File: src/rtl/a429s_pkg.sv
// Package: shared types and constants of the ARINC 429 word serializer.
// Assumes a fixed 32-bit word.
package a429s_pkg;
    localparam int WORD_W = 32;
    localparam int IDX_W  = $clog2(WORD_W);

    // Sequencer phases: idle, first (marked) half, null half, inter-word gap.
    typedef enum logic [1:0] {
        ST_IDLE = 2'd0,
        ST_MARK = 2'd1,
        ST_NULL = 2'd2,
        ST_GAP  = 2'd3
    } seq_state_t;
endpackage

File: src/rtl/a429s_clkdiv.sv
// Data-clock divider: emits a one-cycle tick per data clock.
// When div_en is 0 every system cycle is a tick. When it is 1, every
// RATIO-th cycle is a tick. The count is held at zero while run is low,
// so the first tick of a word always falls RATIO-1 cycles after the start.
// Assumes RATIO >= 2.
module a429s_clkdiv #(
    parameter int RATIO = 4
) (
    input  logic clk,
    input  logic rst_n,
    input  logic run,
    input  logic div_en,
    output logic tick
);
    localparam int CW = $clog2(RATIO);
    localparam logic [CW-1:0] LAST = CW'(RATIO - 1);

    logic [CW-1:0] cnt;

    assign tick = run && (!div_en || (cnt == LAST));

    // Count system cycles within one data clock period.
    always_ff @(posedge clk) begin
        if (!rst_n || !run || !div_en) begin
            cnt <= '0;
        end else if (cnt == LAST) begin
            cnt <= '0;
        end else begin
            cnt <= cnt + 1'b1;
        end
    end

    p_div_range_r9: assert property (@(posedge clk) disable iff (!rst_n)
        cnt <= LAST);
    p_div_idle_r9: assert property (@(posedge clk) disable iff (!rst_n)
        !run |=> (cnt == '0));
endmodule

File: src/rtl/a429s_half_timer.sv
// Half-bit timer: counts data-clock ticks and pulses half_done on the
// tick that ends a half bit time. The half bit is BIT_FAST/2 ticks at the
// fast rate and BIT_SLOW/2 ticks at the slow rate. Held at zero while run
// is low. Assumes even bit lengths and that slow is stable during a word.
module a429s_half_timer #(
    parameter int BIT_FAST = 10,
    parameter int BIT_SLOW = 80
) (
    input  logic clk,
    input  logic rst_n,
    input  logic run,
    input  logic tick,
    input  logic slow,
    output logic half_done
);
    localparam int HALF_FAST = BIT_FAST / 2;
    localparam int HALF_SLOW = BIT_SLOW / 2;
    localparam int HW = $clog2(HALF_SLOW);
    localparam logic [HW-1:0] LAST_FAST = HW'(HALF_FAST - 1);
    localparam logic [HW-1:0] LAST_SLOW = HW'(HALF_SLOW - 1);

    logic [HW-1:0] cnt;
    logic [HW-1:0] last;

    assign last      = slow ? LAST_SLOW : LAST_FAST;
    assign half_done = tick && (cnt == last);

    // Count ticks within the current half bit.
    always_ff @(posedge clk) begin
        if (!rst_n || !run) begin
            cnt <= '0;
        end else if (half_done) begin
            cnt <= '0;
        end else if (tick) begin
            cnt <= cnt + 1'b1;
        end
    end

    p_half_range_r8: assert property (@(posedge clk) disable iff (!rst_n)
        run |-> (cnt <= last));
    p_half_hold_r8: assert property (@(posedge clk) disable iff (!rst_n)
        (run && !tick) |=> $stable(cnt));
endmodule

File: src/rtl/a429s_framer.sv
// Framer: builds the 32-bit word to send. Bits 0..30 pass through.
// Bit 31 is either the raw data bit or a parity bit over bits 0..30 that
// makes the ones count of the whole word odd (sense 0) or even (sense 1).
// Purely combinational.
module a429s_framer
    import a429s_pkg::*;
(
    input  logic [WORD_W-1:0] data_in,
    input  logic              par_en,
    input  logic              par_even,
    output logic [WORD_W-1:0] framed
);
    logic low_xor;

    assign low_xor = ^data_in[WORD_W-2:0];

    // Choose the top bit: data or parity of the requested sense.
    always_comb begin
        framed = data_in;
        if (par_en) begin
            framed[WORD_W-1] = low_xor ^ ~par_even;
        end
    end
endmodule

File: src/rtl/a429_word_serializer.sv
// ARINC 429 word serializer. Pops one word when idle, frames it, then
// sends bits 0..31 LSB first as bipolar return-to-zero on line_a/line_b.
// A trailing null gap of GAP_BITS bit times follows every word. The
// lines are decoded from registered state, so the first bit appears one
// system cycle after the pop. Assumes DIV_RATIO >= 2 and even bit lengths.
module a429_word_serializer
    import a429s_pkg::*;
#(
    parameter int DIV_RATIO = 4,
    parameter int BIT_FAST  = 10,
    parameter int BIT_SLOW  = 80,
    parameter int GAP_BITS  = 4
) (
    input  logic              clk,
    input  logic              rst_n,
    input  logic [WORD_W-1:0] tx_word,
    input  logic              tx_valid,
    input  logic              par_en,
    input  logic              par_even,
    input  logic              clk_div_en,
    input  logic              speed_slow,
    output logic              tx_pop,
    output logic              tx_busy,
    output logic              line_a,
    output logic              line_b
);
    localparam int GAP_HALVES = 2 * GAP_BITS;
    localparam int GW = $clog2(GAP_HALVES);
    localparam logic [GW-1:0]    GAP_LAST = GW'(GAP_HALVES - 1);
    localparam logic [IDX_W-1:0] BIT_LAST = IDX_W'(WORD_W - 1);

    seq_state_t        state;
    logic [WORD_W-1:0] shreg;
    logic [IDX_W-1:0]  bit_idx;
    logic [GW-1:0]     gap_cnt;
    logic              div_q;
    logic              slow_q;
    logic              pen_q;
    logic              pev_q;
    logic [WORD_W-1:0] framed;
    logic              run;
    logic              dtick;
    logic              half_done;

    a429s_framer u_framer (
        .data_in  (tx_word),
        .par_en   (par_en),
        .par_even (par_even),
        .framed   (framed)
    );

    a429s_clkdiv #(.RATIO(DIV_RATIO)) u_clkdiv (
        .clk    (clk),
        .rst_n  (rst_n),
        .run    (run),
        .div_en (div_q),
        .tick   (dtick)
    );

    a429s_half_timer #(.BIT_FAST(BIT_FAST), .BIT_SLOW(BIT_SLOW)) u_timer (
        .clk       (clk),
        .rst_n     (rst_n),
        .run       (run),
        .tick      (dtick),
        .slow      (slow_q),
        .half_done (half_done)
    );

    assign run     = (state != ST_IDLE);
    assign tx_busy = run;
    assign tx_pop  = rst_n && (state == ST_IDLE) && tx_valid;
    assign line_a  = (state == ST_MARK) && shreg[0];
    assign line_b  = (state == ST_MARK) && !shreg[0];

    // Sequence each word: capture, bit halves, then the null gap.
    always_ff @(posedge clk) begin
        if (!rst_n) begin
            state   <= ST_IDLE;
            shreg   <= '0;
            bit_idx <= '0;
            gap_cnt <= '0;
            div_q   <= 1'b0;
            slow_q  <= 1'b0;
            pen_q   <= 1'b0;
            pev_q   <= 1'b0;
        end else begin
            case (state)
                ST_IDLE: begin
                    if (tx_valid) begin
                        shreg   <= framed;
                        bit_idx <= '0;
                        div_q   <= clk_div_en;
                        slow_q  <= speed_slow;
                        pen_q   <= par_en;
                        pev_q   <= par_even;
                        state   <= ST_MARK;
                    end
                end
                ST_MARK: begin
                    if (half_done) begin
                        state <= ST_NULL;
                    end
                end
                ST_NULL: begin
                    if (half_done) begin
                        if (bit_idx == BIT_LAST) begin
                            gap_cnt <= '0;
                            state   <= ST_GAP;
                        end else begin
                            bit_idx <= bit_idx + 1'b1;
                            shreg   <= shreg >> 1;
                            state   <= ST_MARK;
                        end
                    end
                end
                ST_GAP: begin
                    if (half_done) begin
                        if (gap_cnt == GAP_LAST) begin
                            state <= ST_IDLE;
                        end else begin
                            gap_cnt <= gap_cnt + 1'b1;
                        end
                    end
                end
                default: state <= ST_IDLE;
            endcase
        end
    end

    p_lines_exclusive_r4: assert property (@(posedge clk) disable iff (!rst_n)
        !(line_a && line_b));
    p_null_half_r4: assert property (@(posedge clk) disable iff (!rst_n)
        (state == ST_NULL) |-> (!line_a && !line_b));
    p_pop_idle_r2: assert property (@(posedge clk) disable iff (!rst_n)
        tx_pop |-> !tx_busy);
    p_first_bit_r10: assert property (@(posedge clk) disable iff (!rst_n)
        tx_pop |=> (tx_busy && (line_a || line_b)));
    p_parity_odd_r5: assert property (@(posedge clk) disable iff (!rst_n)
        ((state == ST_MARK) && (bit_idx == '0) && pen_q && !pev_q)
            |-> ($countones(shreg) % 2 == 1));
    p_parity_even_r6: assert property (@(posedge clk) disable iff (!rst_n)
        ((state == ST_MARK) && (bit_idx == '0) && pen_q && pev_q)
            |-> ($countones(shreg) % 2 == 0));
    p_gap_quiet_r11: assert property (@(posedge clk) disable iff (!rst_n)
        (state == ST_GAP) |-> (!line_a && !line_b && !tx_pop && tx_busy));
    p_cfg_held_r12: assert property (@(posedge clk) disable iff (!rst_n)
        (tx_busy && $past(tx_busy)) |-> ($stable(slow_q) && $stable(div_q)));
endmodule

File: config.mk
export PLATFORM = sky130hd
export DESIGN_NAME = a429_word_serializer
export DESIGN_NICKNAME = d
export VERILOG_FILES = /design/src/rtl/a429s_pkg.sv /design/src/rtl/a429s_clkdiv.sv /design/src/rtl/a429s_half_timer.sv /design/src/rtl/a429s_framer.sv /design/src/rtl/a429_word_serializer.sv
export SDC_FILE = /design/constraint.sdc
export NUM_CORES = 1
export LEC_CHECK = 0
export ABC_CLOCK_PERIOD_IN_PS = 4300
export BUFFER_PORTS_ARGS = -buffer_cell sky130_fd_sc_hd__buf_4
export CAP_MARGIN = 20
export CORE_ASPECT_RATIO = 1.25
export CORE_UTILIZATION = 43
export DETAILED_ROUTE_END_ITERATION = 7
export PLACE_DENSITY = 0.62
export SLEW_MARGIN = 20
export SYNTH_ARGS = -nofsm -noshare
export SYNTH_HDL_FRONTEND = slang
export SYNTH_SLANG_ARGS = --single-unit
File: constraint.sdc
create_clock -name clk -period 4.3 [get_ports clk]
set_clock_uncertainty 0.05 [all_clocks]
set_input_delay 0.645 -clock clk [delete_from_list [all_inputs] [get_ports clk]]
set_output_delay 0.645 -clock clk [all_outputs]
set_load 0.01 [all_outputs]
# [Word level (Yosys, flattened, before mapping)]
# Index checks and enable logic that the tools add are counted.
[totals] reg_bits=52 inputBits=39
[classes] n_eq_ne=15 add_sub_neg=4 reduce_logical=24 muxes=22 bitwise_logic=2
[op_table] operator="32-bit two-way mux" n=3
[op_table] operator="32-bit one-hot mux with 2 select lines" n=1
[op_table] operator="31-bit parity" n=1
[op_table] operator="2-bit != test, second input constant" n=8
[op_table] operator="5-bit two-way mux" n=3
[op_table] operator="2-bit two-way mux" n=6
[op_table] operator="3-bit two-way mux" n=4
[op_table] operator="5-bit one-hot mux with 2 select lines" n=1
[op_table] operator="5-bit AND reduction" n=2
[op_table] operator="2-bit one-hot mux with 4 select lines" n=1
[op_table] operator="6-bit by 1-bit adder with 6-bit output, second input constant" n=1
[op_table] operator="2-bit == test, second input constant" n=3
[op_table] operator="6-bit == test" n=1
[op_table] operator="1-bit logical AND" n=6
[op_table] operator="6-bit two-way mux" n=1
[op_table] operator="3-bit one-hot mux with 2 select lines" n=1
[op_table] operator="2-bit nonzero test" n=3
[op_table] operator="5-bit by 1-bit adder with 5-bit output, second input constant" n=1
[op_table] operator="5-bit == test, second input constant" n=1
[op_table] operator="1-bit zero test" n=4
[op_table] operator="4-bit AND reduction" n=1
[op_table] operator="2-bit OR reduction" n=2
[op_table] operator="3-bit by 1-bit adder with 3-bit output, second input constant" n=1
[op_table] operator="3-bit == test, second input constant" n=1
[op_table] operator="other kinds (8)" n=10

# [Longest topological paths before layout]
# Gate-level depths: netlist of run 1.
[depth] ltp_word=6 mapped_depth=9 depth_no_buf=8

# [Hierarchy]
# A second synthesis of run 1 with hierarchy kept.
[hier_totals] cells_unflattened=328 hier_area_um2=3337.0
[by_module_without_submodules] mod="a429_word_serializer" cells_each=226 area_each_um2=2421.1 instances=1
[by_module_without_submodules] mod="a429s_framer" cells_each=63 area_each_um2=519.2 instances=1
[by_module_without_submodules] mod="a429s_half_timer" cells_each=32 area_each_um2=305.3 instances=1
[by_module_without_submodules] mod="a429s_clkdiv" cells_each=7 area_each_um2=91.3 instances=1

# [Least setup slack after synthesis of run 1]
# Ideal clock, no wire load.
[synth_timing] path_type="reg-to-reg" startpoint="register bit_idx[0]" endpoint="register shreg[14]" required_time_ns=4.117 period_less_slack_ns=2.158 path_slack_ns=2.142 path_stages_with_launch=9 arrival_time_ns=1.975 path_buffers=2 cell_sequence="dfxtp_1 ha_1 and3_1 ha_1 or4_4 o21ai_2 buf_4 buf_2 a311oi_1"
[synth_via] elab_chain_cells=3
[synth_lines] element="from (decl)" line_no="a429_word_serializer.sv:34" source="logic [IDX_W-1:0] bit_idx;"
[synth_lines] element="from (signal assigned)" line_no="a429_word_serializer.sv:110" source="bit_idx <= bit_idx + 1'b1;"
[synth_lines] element="5-bit == test" line_no="a429_word_serializer.sv:106" source="if (bit_idx == BIT_LAST) begin"
[synth_lines] element="2-bit != test (no source line)"
[synth_lines] element="4-bit AND reduction (no source line)"
[synth_lines] element="to (signal assigned)" line_no="a429_word_serializer.sv:90" source="shreg <= framed;"
[synth_lines] element="to (signal assigned)" line_no="a429_word_serializer.sv:111" source="shreg <= shreg >> 1;"
[synth_lines] element="to (decl)" line_no="a429_word_serializer.sv:33" source="logic [WORD_W-1:0] shreg;"
# No other way between the ends.
# A chain may end at the register's enable or synchronous reset.

# [Worst setup path after layout of run 1]
[layout_timing] startpoint="register state[0]" endpoint="register shreg[19]"
[layout_via] elab_chain_cells=5 elab_cells_between_ends=11 cone_classes="eq/ne (4); mux (1); reduce/logical (6)"
[layout_lines] element="from (decl)" line_no="a429_word_serializer.sv:32" source="seq_state_t state;"
[layout_lines] element="from (signal assigned)" line_no="a429_word_serializer.sv:78" source="state <= ST_IDLE;"
[layout_lines] element="from (signal assigned)" line_no="a429_word_serializer.sv:96" source="state <= ST_MARK;"
[layout_lines] element="from (signal assigned)" line_no="a429_word_serializer.sv:101" source="state <= ST_NULL;"
[layout_lines] element="2-bit nonzero test" line_no="a429_word_serializer.sv:69" source="assign run = (state != ST_IDLE);"
[layout_lines] element="1-bit logical AND" line_no="a429s_clkdiv.sv:20" source="assign tick = run && (!div_en || (cnt == LAST));"
[layout_lines] element="1-bit logical AND" line_no="a429s_half_timer.sv:26" source="assign half_done = tick && (cnt == last);"
[layout_lines] element="2-bit != test (no source line)"
[layout_lines] element="4-bit AND reduction (no source line)"
# Several ways; a longest one is shown, not always the timed one.

==> results by group, run 1 <==
Global routing
  – Total congestion overflow after global routing: 0
  – GR peak layer: met2
  – Largest net degree at the start of global routing: 42
  – Initial antenna violation count: 0
  – Met2 Use GR: 31.65%
  – GRT Resource Usage Total: 17.60%
  – Wire length of the first global-routing pass: 8976 µm
  – Global routing usage on met1: 21.50%
  – Vias in the first global route: 2,089
  – Met3 track demand over resource: 3.382%

Drt
  – ANT nets after route: 0
  – Final routed wirelength across all metal layers: 5272 µm
  – Drt via density: 5.379
  – Final routed DRC violation total: 0
  – Iteration-0 DRC count of the detailed router: 73
  – Total number of vias: 2,270
  – Number of search-and-repair iterations in the first detailed-routing pass: 4
  – Wire per inst: 12.49 µm

Clock network
  – Count of clock tree sinks: 52
  – Clock root buffer master: sky130_fd_sc_hd__clkbuf_8
  – Clk_lat worst skew: 0.30 ns
  – Cts bufs inserted: 5
  – CTS clock-pin slew for the worst setup and hold paths: 0.10 ns
  – Clock tree from TritonCTS: built
  – Post-CTS setup buffers: 0
  – Number of hold buffers added after cts: 0
  – Resized Gates After CTS: 0
  – Maximum count of clock buffers along a single path: 2
  – Clock H-tree levels: 2

Die
  – Height of the die: 89.02 µm
  – Top-level port count: 43
  – Number of placement rows: 31
  – Die outline area: 0.006375 mm²
  – Width of the chip: 71.62 µm
  – Starting utilization of the core area: 44.77%
  – Area inside the core boundary: 0.005818 mm²

Layout
  – Most common cell after layout, fill and taps aside: sky130_fd_sc_hd__nand2_1
  – Syn-to-layout area delta: 18.30%
  – Commonest cells after routing, fill and taps aside: sky130_fd_sc_hd__nand2_1 (75), sky130_fd_sc_hd__dfxtp_1 (52), sky130_fd_sc_hd__buf_4 (44), sky130_fd_sc_hd__nor2_1 (43), sky130_fd_sc_hd__a311oi_1 (31)
  – Multi-input logic area: 0.001466 mm²
  – Layout Nets: 400
  – Fillers: 588
  – Count of antenna diodes in the layout: 0
  – Storage element area: 0.001041 mm²
  – Share of post-route cells with drive strength above 1: 16.85%

Timing
  – Worst Hold Margin: 0.3807 ns
  – Fin. max-slew vios: 0
  – Least-Margin Pin Slew: 0.9190 ns
  – Final worst-path cycle share: 68.69%
  – Hold Vio Cnt, Final: 0
  – Sum of negative setup slack: 0 ns
  – Post-layout minimum cycle time: 2.954 ns
  – Fmax: 338.5 MHz
  – Remaining max-slew budget at the tightest pin: 38.50%
  – Setup repair after global routing missed its margin: no
  – Final number of setup-violating endpoints: 0

Synth
  – Library cell occupying the most area in the post-synthesis netlist: sky130_fd_sc_hd__dfxtp_1
  – Dominant combinational cell family by area after synthesis: simple AND/OR/NAND/NOR gates
  – Number of unique standard cell types used by synthesis: 37
  – Area share of fa/ha/maj cells after synthesis: 2.882%
  – Post-synthesis sequential element count: 52
  – Multiplexer share of the synthesized area: 0.3842%
  – Yosys warning count: 0
  – Post-synth EDFFs: 0
  – Post-synthesis share of cell area spent on and, or, nand and nor gates: 23.82%
  – Synthesized instance count: 323
  – Number of nets produced by synthesis: 368
  – Area share of the largest cell type after synthesis: 39.96%
  – Sequential area share after synthesis: 39.96%
  – Share of synthesized flip-flops with an asynchronous set or reset: 0%
  – XOR/XNOR share of the synthesized area: 12.78%
  – Most frequently used flop master after synthesis: sky130_fd_sc_hd__dfxtp_1
  – Synth Area in Compound Gates: 16.04%
  – Synth Area per Inst: 8.065 µm²
  – Synth top area cells: sky130_fd_sc_hd__dfxtp_1 (40%), sky130_fd_sc_hd__nand2_1 (11%), sky130_fd_sc_hd__a311oi_1 (10%)
  – Cell area after synthesis: 0.002605 mm²

Critical path
  – Reg2Reg Launch Point: state[0]
  – Crit Path Max Fanout: 38
  – Crit path cell chain: nand2b_2 -> or4_4 -> o21ai_4 -> buf_12 -> nor2_1 -> a311oi_1
  – Worst setup path category: reg2reg
  – Endpoint type of the worst setup path: register
  – Launching element type of the critical path: register
  – Critical path arrival: 3.11 ns
  – Cell type of the slowest stage on the worst timing path: sky130_fd_sc_hd__o21ai_4
  – Critical path required time: 4.46 ns
  – Launch point of the critical path: state[0]
  – CP max stage delay: 0.73 ns

Min path
  – Worst Min Path Start: u_clkdiv.cnt[0]
  – Worst Hold Class: reg2reg

Placed design
  – Count of input and output buffers: 42
  – Gpl congestion: 0.7761
  – HPWL after DPL: 3684 µm

Job
  – Number of violations of the max-capacitance limit: 0

Power
  – Power density over the cells: 356.4 mW/mm²
  – Worst IR Drop VDD: 0.0001708 V
  – LEAKAGE: 0.001215 µW

Status
  – Result of the run: complete, no violations
-- through the flow --
step	setup WS (ns)	cell area, µm²	total power (µW)	utilization, %	std cells
6_report	1.346	3082	1098	52.97	422
5_1_grt	1.104	3082	1152	52.97	422
4_1_cts	1.320	3082	1111	52.97	422
3_5_place_dp	1.333	2955	744.8	50.80	414
3_3_place_gp	1.460	2955	742.2	50.80	414
2_1_floorplan	2.142	2605	679.6	-	323
-- worst max-delay path, delay by kind of cell (launching register included) --
kind / cells / cell delay [ns]
AOI/OAI and AO/OA: 2 / 0.97
buffers and inverters: 1 / 0.27
DFF: 1 / 0.42
and+or+nand+nor: 3 / 1.15
-- flip-flops by register name, indices dropped and copies added, names as in the netlist --
register	flops
u_timer.cnt	6
bit_idx	5
gap_cnt	3
div_q	1
shreg	32
state	2
u_clkdiv.cnt	2
slow_q	1
-- logic make-up (layout without fill, tap and decap cells) --
group                    count (synthesis)  after routing
AND/OR/NAND/NOR                        146            146
AO/OA/AOI/OAI                           56             56
flip-flops                              52             52
XOR/XNOR                                38             38
adder cells (fa/ha/maj)                  6              6
buffers and inverters                   24             57
multiplexers                             1              1
-- metal layers --
layer	wire [µm]	vias up	share of wire (%)
met5	0	-	0
met4	57	0	1.1
met3	183	6	3.5
met2	2598	41	49
met1	2432	1049	46
li1	-	1174	-
-- final cells by class --
class	count	share of cell area, %
timing repair buffer	45	11.37
sequential	52	33.78
clock inverter	1	0.9744
multi-input combinational	247	47.58
tap	66	2.680
clock buffer	7	3.126
inverter	4	0.4872
-- Yosys cell counts (3+ instances only) --
cell type / count
sky130_fd_sc_hd__ha_1: 6
sky130_fd_sc_hd__a311oi_1: 31
sky130_fd_sc_hd__dfxtp_1: 52
sky130_fd_sc_hd__buf_2: 5
sky130_fd_sc_hd__nand4_1: 5
sky130_fd_sc_hd__nor2b_1: 3
sky130_fd_sc_hd__buf_4: 3
sky130_fd_sc_hd__a21oi_1: 11
sky130_fd_sc_hd__nor2_1: 44
sky130_fd_sc_hd__xor2_1: 9
sky130_fd_sc_hd__o21ai_0: 7
sky130_fd_sc_hd__nand2_1: 75
sky130_fd_sc_hd__clkbuf_1: 12
sky130_fd_sc_hd__nand3_1: 4
sky130_fd_sc_hd__xnor2_1: 29
-- where the power goes --
| part | switching (µW) | total, µW | leakage [µW] | internal (µW) |
|---|---|---|---|---|
| Combinational | 97.8 | 203 | 0.000723 | 106 |
| Clock | 162 | 367 | 0.0000645 | 206 |
| Sequential | 16.8 | 528 | 0.000427 | 511 |
| Total | 276 | 1100 | 0.00121 | 822 |
-- final timing paths --
| check | slack [ns] | end | depth (start not counted) |
|---|---|---|---|
| min | 0.38 | u_clkdiv.cnt[0] | 1 |
| max | 1.35 | shreg[19] | 6 |
| max reg2reg | 1.35 | shreg[19] | 6 |
| min reg2reg | 0.38 | u_clkdiv.cnt[0] | 1 |
Note: power is estimated with default switching activity, not from simulation.
==> run 2: changes to the inputs <==
--- a/config.mk
+++ b/config.mk
@@ -5,7 +5,7 @@
 export SDC_FILE = /design/constraint.sdc
 export NUM_CORES = 1
 export LEC_CHECK = 0
-export ABC_CLOCK_PERIOD_IN_PS = 4300
+export ABC_CLOCK_PERIOD_IN_PS = 3050
 export BUFFER_PORTS_ARGS = -buffer_cell sky130_fd_sc_hd__buf_4
 export CAP_MARGIN = 20
 export CORE_ASPECT_RATIO = 1.25
==> constraint.sdc (replaced) <==
create_clock -name clk -period 3.05 [get_ports clk]
set_clock_uncertainty 0.05 [all_clocks]
set_input_delay 0.4575 -clock clk [delete_from_list [all_inputs] [get_ports clk]]
set_output_delay 0.4575 -clock clk [all_outputs]
set_load 0.01 [all_outputs]
==> run 2 against run 1 <==
Net effect: critical endpoint is now bit_idx[3]; utilization is 0.86 points lower; total power is 26% higher; design area fell by 1.6%; register-to-register slack worse by 0.68 ns; first-iteration DRC count is 73% higher; sequential power grew 41%.
==> results by group, run 2 (synthesis gave the netlist of run 1 again) <==
Critical path
  – Worst setup path category: reg2reg
  – Launch point of the critical path: bit_idx[0]
  – Reg2Reg Setup Slack: 0.67 ns (-0.68 ns)
  – Reg2Reg Launch Point: bit_idx[0]
  – Critical path required time: 3.20 ns (-1.26 ns)
  – Critical path arrival: 2.53 ns (-0.58 ns)
  – Crit Path Max Fanout: 69 (+82%)
  – Endpoint type of the worst setup path: register
  – Launching element type of the critical path: register

Clock network
  – Clk_lat worst skew: 0.30 ns (about the same)
  – Post-CTS setup buffers: 0 (unchanged)
  – Clock root buffer master: sky130_fd_sc_hd__clkbuf_8
  – Count of clock tree sinks: 52 (unchanged)
  – Number of hold buffers added after cts: 0 (unchanged)
  – Clock tree from TritonCTS: built
  – Maximum count of clock buffers along a single path: 2 (unchanged)
  – CTS clock-pin slew for the worst setup and hold paths: 0.08 ns (-0.02 ns)
  – Clock H-tree levels: 2 (unchanged)
  – Cts bufs inserted: 5 (unchanged)
  – Resized Gates After CTS: 0 (unchanged)

Layout
  – Layout Nets: 401 (+0.25%)
  – Fillers: 599 (+1.9%)
  – Layout Cells excl Fill: 420 (-0.47%)
  – Storage element area: 0.001041 mm² (unchanged)
  – Flip-flop count of the largest register, all copies and words added: 32 (unchanged)
  – Share of post-route cells with drive strength above 1: 16.38% (-0.47 points)
  – Syn-to-layout area delta: 16.38%
  – Count of antenna diodes in the layout: 0 (unchanged)
  – Post-route cell area: 0.003032 mm² (-1.6%)
  – Register with the most flip-flops: shreg
  – Most common cell after layout, fill and taps aside: sky130_fd_sc_hd__nand2_1
  – Multi-input logic area: 0.001466 mm² (unchanged)
  – Commonest cells after routing, fill and taps aside: sky130_fd_sc_hd__nand2_1 (75), sky130_fd_sc_hd__dfxtp_1 (52), sky130_fd_sc_hd__buf_4 (45), sky130_fd_sc_hd__nor2_1 (43), sky130_fd_sc_hd__a311oi_1 (31)
  – Layout Utilization: 52.11% (-0.86 points)
  – Largest registers in the final layout: shreg: 32 flops, u_timer.cnt: 6 flops, bit_idx: 5 flops

Timing
  – Setup repair after global routing missed its margin: no
  – Least-Margin Pin Slew: 0.4695 ns (-0.4495 ns)
  – Remaining max-slew budget at the tightest pin: 68.67% (+30 points)
  – Fmax: 420.0 MHz (+24%)
  – Final number of setup-violating endpoints: 0 (unchanged)
  – Post-layout minimum cycle time: 2.381 ns (-0.5726 ns)
  – Hold Vio Cnt, Final: 0 (unchanged)
  – Fin. max-slew vios: 0 (unchanged)
  – Sum of negative setup slack: 0 ns (unchanged)
  – Final worst-path cycle share: 78.07% (+9.4 points)

Power
  – Worst IR Drop VDD: 0.0001762 V (+3.2%)
  – Power density over the cells: 457.0 mW/mm² (+28%)
  – LEAKAGE: 0.001190 µW (-2.0%)

Min path
  – Worst Hold Class: in2reg
  – Worst Min Path Start: speed_slow

Drt
  – ANT nets after route: 0 (unchanged)
  – Final routed wirelength across all metal layers: 5373 µm (+1.9%)
  – Iteration-0 DRC count of the detailed router: 126 (+73%)
  – Number of search-and-repair iterations in the first detailed-routing pass: 4 (unchanged)
  – Wire per inst: 12.79 µm (+2.4%)
  – Drt via density: 5.324 (-1.0%)
  – Total number of vias: 2,236 (-1.5%)
  – Final routed DRC violation total: 0 (unchanged)

Die
  – Number of placement rows: 31 (unchanged)
  – Width of the chip: 71.62 µm (unchanged)
  – Starting utilization of the core area: 44.77% (unchanged)
  – Die outline area: 0.006375 mm² (unchanged)
  – Height of the die: 89.02 µm (unchanged)
  – Top-level port count: 43 (unchanged)
  – Area inside the core boundary: 0.005818 mm² (unchanged)

Global routing
  – Wire length of the first global-routing pass: 8997 µm (+0.23%)
  – Total congestion overflow after global routing: 0 (unchanged)
  – GRT Resource Usage Total: 17.89% (+0.29 points)
  – Initial antenna violation count: 0 (unchanged)
  – Largest net degree at the start of global routing: 70 (+67%)
  – Vias in the first global route: 2,002 (-4.2%)

Placed design
  – Cell Area, Placed: 0.002963 mm² (+0.25%)
  – Gpl congestion: 0.7777 (+0.21%)
  – HPWL after DPL: 3642 µm (-1.1%)
  – Number of instances in the placed design: 415 (+0.24%)
  – Count of input and output buffers: 42 (unchanged)

Status
  – Result of the run: complete, no violations

Job
  – Number of violations of the max-capacitance limit: 0 (unchanged)
-- run 2: cell types whose count changed in the layout (fill, tap and decap cells not counted) --
cell	before	now
sky130_fd_sc_hd__buf_4	44	45
sky130_fd_sc_hd__bufinv_16	1	0
sky130_fd_sc_hd__clkbuf_8	7	5
-- run 2: critical path, cell delays in order (launching register included) --
cell	delay, ns
sky130_fd_sc_hd__dfxtp_1	0.34
sky130_fd_sc_hd__ha_1	0.21
sky130_fd_sc_hd__and3_1	0.18
sky130_fd_sc_hd__ha_1	0.19
sky130_fd_sc_hd__or4_4	0.50
sky130_fd_sc_hd__o21ai_4	0.16
sky130_fd_sc_hd__buf_12	0.28
sky130_fd_sc_hd__nand4_1	0.15
sky130_fd_sc_hd__xor2_1	0.17
sky130_fd_sc_hd__nor2_1	0.05
-- run 2: final timing paths --
check | to | cells past startpoint
worst max register to register | bit_idx[3] | 9
worst min-delay path | slow_q | 3
worst min register to register | u_clkdiv.cnt[0] | 1
worst max-delay path | bit_idx[3] | 9
-- run 2: area by class of cell --
type,instances,share of cell area [%]
clock buffer,5,2.270
inverter,4,0.4953
multi-input combinational,247,48.37
sequential,52,34.34
tap,66,2.724
timing repair buffer,46,11.80
-- run 2: stage by stage --
step / setup WS (ns) / power [µW] / hold slack, ns
6_report: 0.6688 / 1385 / 0.3603
5_1_grt: 0.5195 / 1470 / 0.3470
4_1_cts: 0.6536 / 1404 / 0.3530
3_5_place_dp: 0.6659 / 1048 / 0.3739
3_3_place_gp: 0.7235 / 1043 / 0.3712
2_1_floorplan: 0.8917 / 958.1 / 0.3552
-- run 2: routing by layer --
layer | vias up | wire [µm] | track usage, %
met5 | - | 0 | 0
met4 | 0 | 59 | 5.348
met3 | 4 | 150 | 3.833
met2 | 36 | 2480 | 30.62
met1 | 1020 | 2683 | 22.68
li1 | 1176 | - | -
-- run 2: where the power goes --
| part | switching, µW | total, µW | internal [µW] |
|---|---|---|---|
| logic | 136 | 284 | 149 |
| registers | 23.6 | 743 | 720 |
| clock network | 209 | 358 | 149 |
==> run 3: changes to the inputs <==
--- a/config.mk
+++ b/config.mk
@@ -5,13 +5,13 @@
 export SDC_FILE = /design/constraint.sdc
 export NUM_CORES = 1
 export LEC_CHECK = 0
-export ABC_CLOCK_PERIOD_IN_PS = 3050
+export ABC_CLOCK_PERIOD_IN_PS = 1900
 export BUFFER_PORTS_ARGS = -buffer_cell sky130_fd_sc_hd__buf_4
 export CAP_MARGIN = 20
 export CORE_ASPECT_RATIO = 1.25
 export CORE_UTILIZATION = 43
 export DETAILED_ROUTE_END_ITERATION = 7
-export PLACE_DENSITY = 0.62
+export PLACE_DENSITY = 0.64
 export SLEW_MARGIN = 20
 export SYNTH_ARGS = -nofsm -noshare
 export SYNTH_HDL_FRONTEND = slang
==> constraint.sdc (replaced) <==
create_clock -name clk -period 1.9 [get_ports clk]
set_clock_uncertainty 0.05 [all_clocks]
set_input_delay 0.285 -clock clk [delete_from_list [all_inputs] [get_ports clk]]
set_output_delay 0.285 -clock clk [all_outputs]
set_load 0.01 [all_outputs]
==> run 3 against run 2 <==
Net effect: the run now ends with setup timing left; design area grew 14%; fmax grew 6.5%; global-route usage grew 2.5 points; clock power grew 83%; first-iteration DRC count shrank 47%; setup slack lost 1.0 ns; cell count grew 6.9%; highest routed layer unchanged.
==> results by group, run 3 (synthesis gave the netlist of run 1 again) <==
Critical path
  – Critical path arrival: 2.40 ns (-0.13 ns)
  – RR Endpoint: shreg[27]
  – Reg2Reg Setup Slack: -0.34 ns (-1.00 ns)
  – Cell depth of the worst flop-to-flop path: 9 (unchanged)
  – Launching element type of the critical path: register
  – Critical path required time: 2.07 ns (-1.13 ns)
  – Critical path destination: shreg[27]
  – Crit Path Max Fanout: 7 (-90%)
  – Reg2Reg Launch Point: bit_idx[1]
  – Endpoint type of the worst setup path: register
  – Launch point of the critical path: bit_idx[1]
  – Worst setup path category: reg2reg

Drt
  – ANT nets after route: 0 (unchanged)
  – Total number of vias: 2,433 (+8.8%)
  – Drt via density: 5.419 (+1.8%)
  – Iteration-0 DRC count of the detailed router: 67 (-47%)
  – Wire per inst: 14.00 µm (+9.4%)
  – Number of search-and-repair iterations in the first detailed-routing pass: 4 (unchanged)
  – Final routed wirelength across all metal layers: 6285 µm (+17%)
  – Final routed DRC violation total: 0 (unchanged)

Layout
  – Multi-input logic area: 0.001578 mm² (+7.6%)
  – Storage element area: 0.001046 mm² (+0.48%)
  – Count of antenna diodes in the layout: 0 (unchanged)
  – Most common cell after layout, fill and taps aside: sky130_fd_sc_hd__nand2_1
  – Flip-flop count of the largest register, all copies and words added: 32 (unchanged)
  – Layout Utilization: 59.25% (+7.1 points)
  – Syn-to-layout area delta: 32.32%
  – Largest registers in the final layout: shreg: 32 flops, u_timer.cnt: 6 flops, bit_idx: 5 flops
  – Share of post-route cells with drive strength above 1: 27.68% (+11 points)
  – Layout Cells excl Fill: 449 (+6.9%)
  – Commonest cells after routing, fill and taps aside: sky130_fd_sc_hd__nand2_1 (73), sky130_fd_sc_hd__buf_4 (63), sky130_fd_sc_hd__dfxtp_1 (48), sky130_fd_sc_hd__nor2_1 (38), sky130_fd_sc_hd__a311oi_1 (29)
  – Layout Nets: 427 (+6.5%)
  – Post-route cell area: 0.003447 mm² (+14%)
  – Register with the most flip-flops: shreg
  – Fillers: 546 (-8.8%)

Power
  – Sequential fraction of design power: 49.7% (-4.0 points)
  – Power density over the cells: 696.9 mW/mm² (+52%)
  – Internal power consumption: 1753 µW (+72%)
  – Logic gate share of total power: 23.1% (+2.6 points)
  – Switching fraction of total power: 27.01% (+0.43 points)
  – Clock network power share: 27.2% (+1.4 points)
  – Worst IR Drop VDD: 0.0003740 V (+110%)
  – Power dissipated by switching net loads: 648.9 µW (+76%)
  – LEAKAGE: 0.001369 µW (+15%)

Clock network
  – Clock root buffer master: sky130_fd_sc_hd__clkbuf_8
  – Number of hold buffers added after cts: 0 (unchanged)
  – Clock tree from TritonCTS: built
  – CTS clock-pin slew for the worst setup and hold paths: 0.09 ns (about the same)
  – Clk_lat worst skew: 0.31 ns (about the same)
  – Cts bufs inserted: 5 (unchanged)
  – Count of clock tree sinks: 52 (unchanged)
  – Clock H-tree levels: 2 (unchanged)
  – Maximum count of clock buffers along a single path: 2 (unchanged)

Die
  – Top-level port count: 43 (unchanged)
  – Height of the die: 89.02 µm (unchanged)
  – Number of placement rows: 31 (unchanged)
  – Width of the chip: 71.62 µm (unchanged)
  – Area inside the core boundary: 0.005818 mm² (unchanged)
  – Starting utilization of the core area: 44.77% (unchanged)
  – Die outline area: 0.006375 mm² (unchanged)

Timing
  – Post-layout minimum cycle time: 2.235 ns (-0.1457 ns)
  – Setup repair after global routing missed its margin: yes
  – Worst path setup slack after routing: -0.3354 ns (-1.004 ns)
  – Least-Margin Pin Slew: 0.5517 ns (+0.08224 ns)
  – Fin. max-slew vios: 0 (unchanged)
  – Final number of setup-violating endpoints: 37 (+37)
  – Sum of negative setup slack: -10.47 ns (-10.47 ns)
  – Final worst-path cycle share: 117.7% (+40 points)
  – Remaining max-slew budget at the tightest pin: 63.06% (-5.6 points)
  – Fmax: 447.3 MHz (+6.5%)
  – Hold Vio Cnt, Final: 0 (unchanged)

Global routing
  – Vias in the first global route: 2,333 (+17%)
  – Total congestion overflow after global routing: 0 (unchanged)
  – Largest net degree at the start of global routing: 39 (-44%)
  – GRT Resource Usage Total: 20.42% (+2.5 points)
  – Initial antenna violation count: 0 (unchanged)
  – Wire length of the first global-routing pass: 10,200 µm (+13%)

Job
  – Number of violations of the max-capacitance limit: 0 (unchanged)

Placed design
  – Gpl congestion: 0.8480 (+9.0%)
  – Count of input and output buffers: 42 (unchanged)
  – Number of instances in the placed design: 436 (+5.1%)
  – HPWL after DPL: 4154 µm (+14%)
  – Cell Area, Placed: 0.003181 mm² (+7.3%)

Status
  – Violations in the final reports: setup timing
  – Result of the run: complete, but fails checks

Min path
  – Worst Hold Class: in2reg
## run 3: cell types whose count changed in the layout (fill, tap and decap cells not counted), sizes merged
cell and change:
clkbuf +4, buf +25
## run 3: critical path, stage by stage (launching register included)
cell	delay (ns)
sky130_fd_sc_hd__dfxtp_2	0.35
sky130_fd_sc_hd__ha_4	0.16
sky130_fd_sc_hd__and3_4	0.18
sky130_fd_sc_hd__ha_4	0.15
sky130_fd_sc_hd__or4_4	0.50
sky130_fd_sc_hd__o21ai_4	0.18
sky130_fd_sc_hd__buf_12	0.16
sky130_fd_sc_hd__buf_8	0.13
sky130_fd_sc_hd__nor2_2	0.05
sky130_fd_sc_hd__a311oi_2	0.25
## run 3: metrics by stage
| stage | setup slack (ns) | total power (µW) | hold slack (ns) |
|---|---|---|---|
| finish | -0.3354 | 2402 | 0.1849 |
| global route | -0.4134 | 2528 | 0.1849 |
| CTS | -0.3052 | 2407 | 0.1764 |
| detailed placement | -0.3000 | 1716 | 0.3750 |
| global placement | -0.2620 | 1706 | 0.3657 |
| floorplan | -0.1318 | 1548 | 0.3552 |
## run 3: what timing repair did
action	4_1_cts	5_1_grt
endpoints found under the setup margin	38	42
cloned	2	2
setup buffers	6	1
resized for setup	4	33
pin swaps	1	25
## run 3: worst min-delay path by stage
| stage | from | end | cells after the start |
|---|---|---|---|
| 2_1_floorplan | u_clkdiv.cnt[0] | u_clkdiv.cnt[0] | 1 |
| 3_3_place_gp | u_clkdiv.cnt[0] | u_clkdiv.cnt[0] | 1 |
| 3_5_place_dp | u_clkdiv.cnt[0] | u_clkdiv.cnt[0] | 1 |
| 4_1_cts | speed_slow | slow_q | 3 |
| 5_1_grt | clk_div_en | div_q | 3 |
| 6_report | clk_div_en | div_q | 3 |
## run 3: power by group through the flow
stage | clock (µW) | combinational (µW) | sequential (µW)
2_1_floorplan | 0 | 340 | 1210
3_3_place_gp | 0 | 493 | 1210
3_5_place_dp | 0 | 502 | 1210
4_1_cts | 669 | 548 | 1190
5_1_grt | 717 | 608 | 1200
6_report | 654 | 554 | 1190
## run 3: layout make-up
cell class	instances	share of cell area, %
Clock buffer	8	2.613
Inverter	4	0.4356
Multi-Input combinational cell	247	45.77
Sequential cell	52	30.34
Tap cell	66	2.396
Timing Repair Buffer	72	18.44
## run 3: layer usage
layer  GRT usage, %  part of all wire (%)  up-vias
li1               -                     -     1227
met1          22.27                    42     1149
met2          38.51                    52       46
met3          4.059                   3.4       11
met4          8.556                   1.8        0
met5              0                     0        -
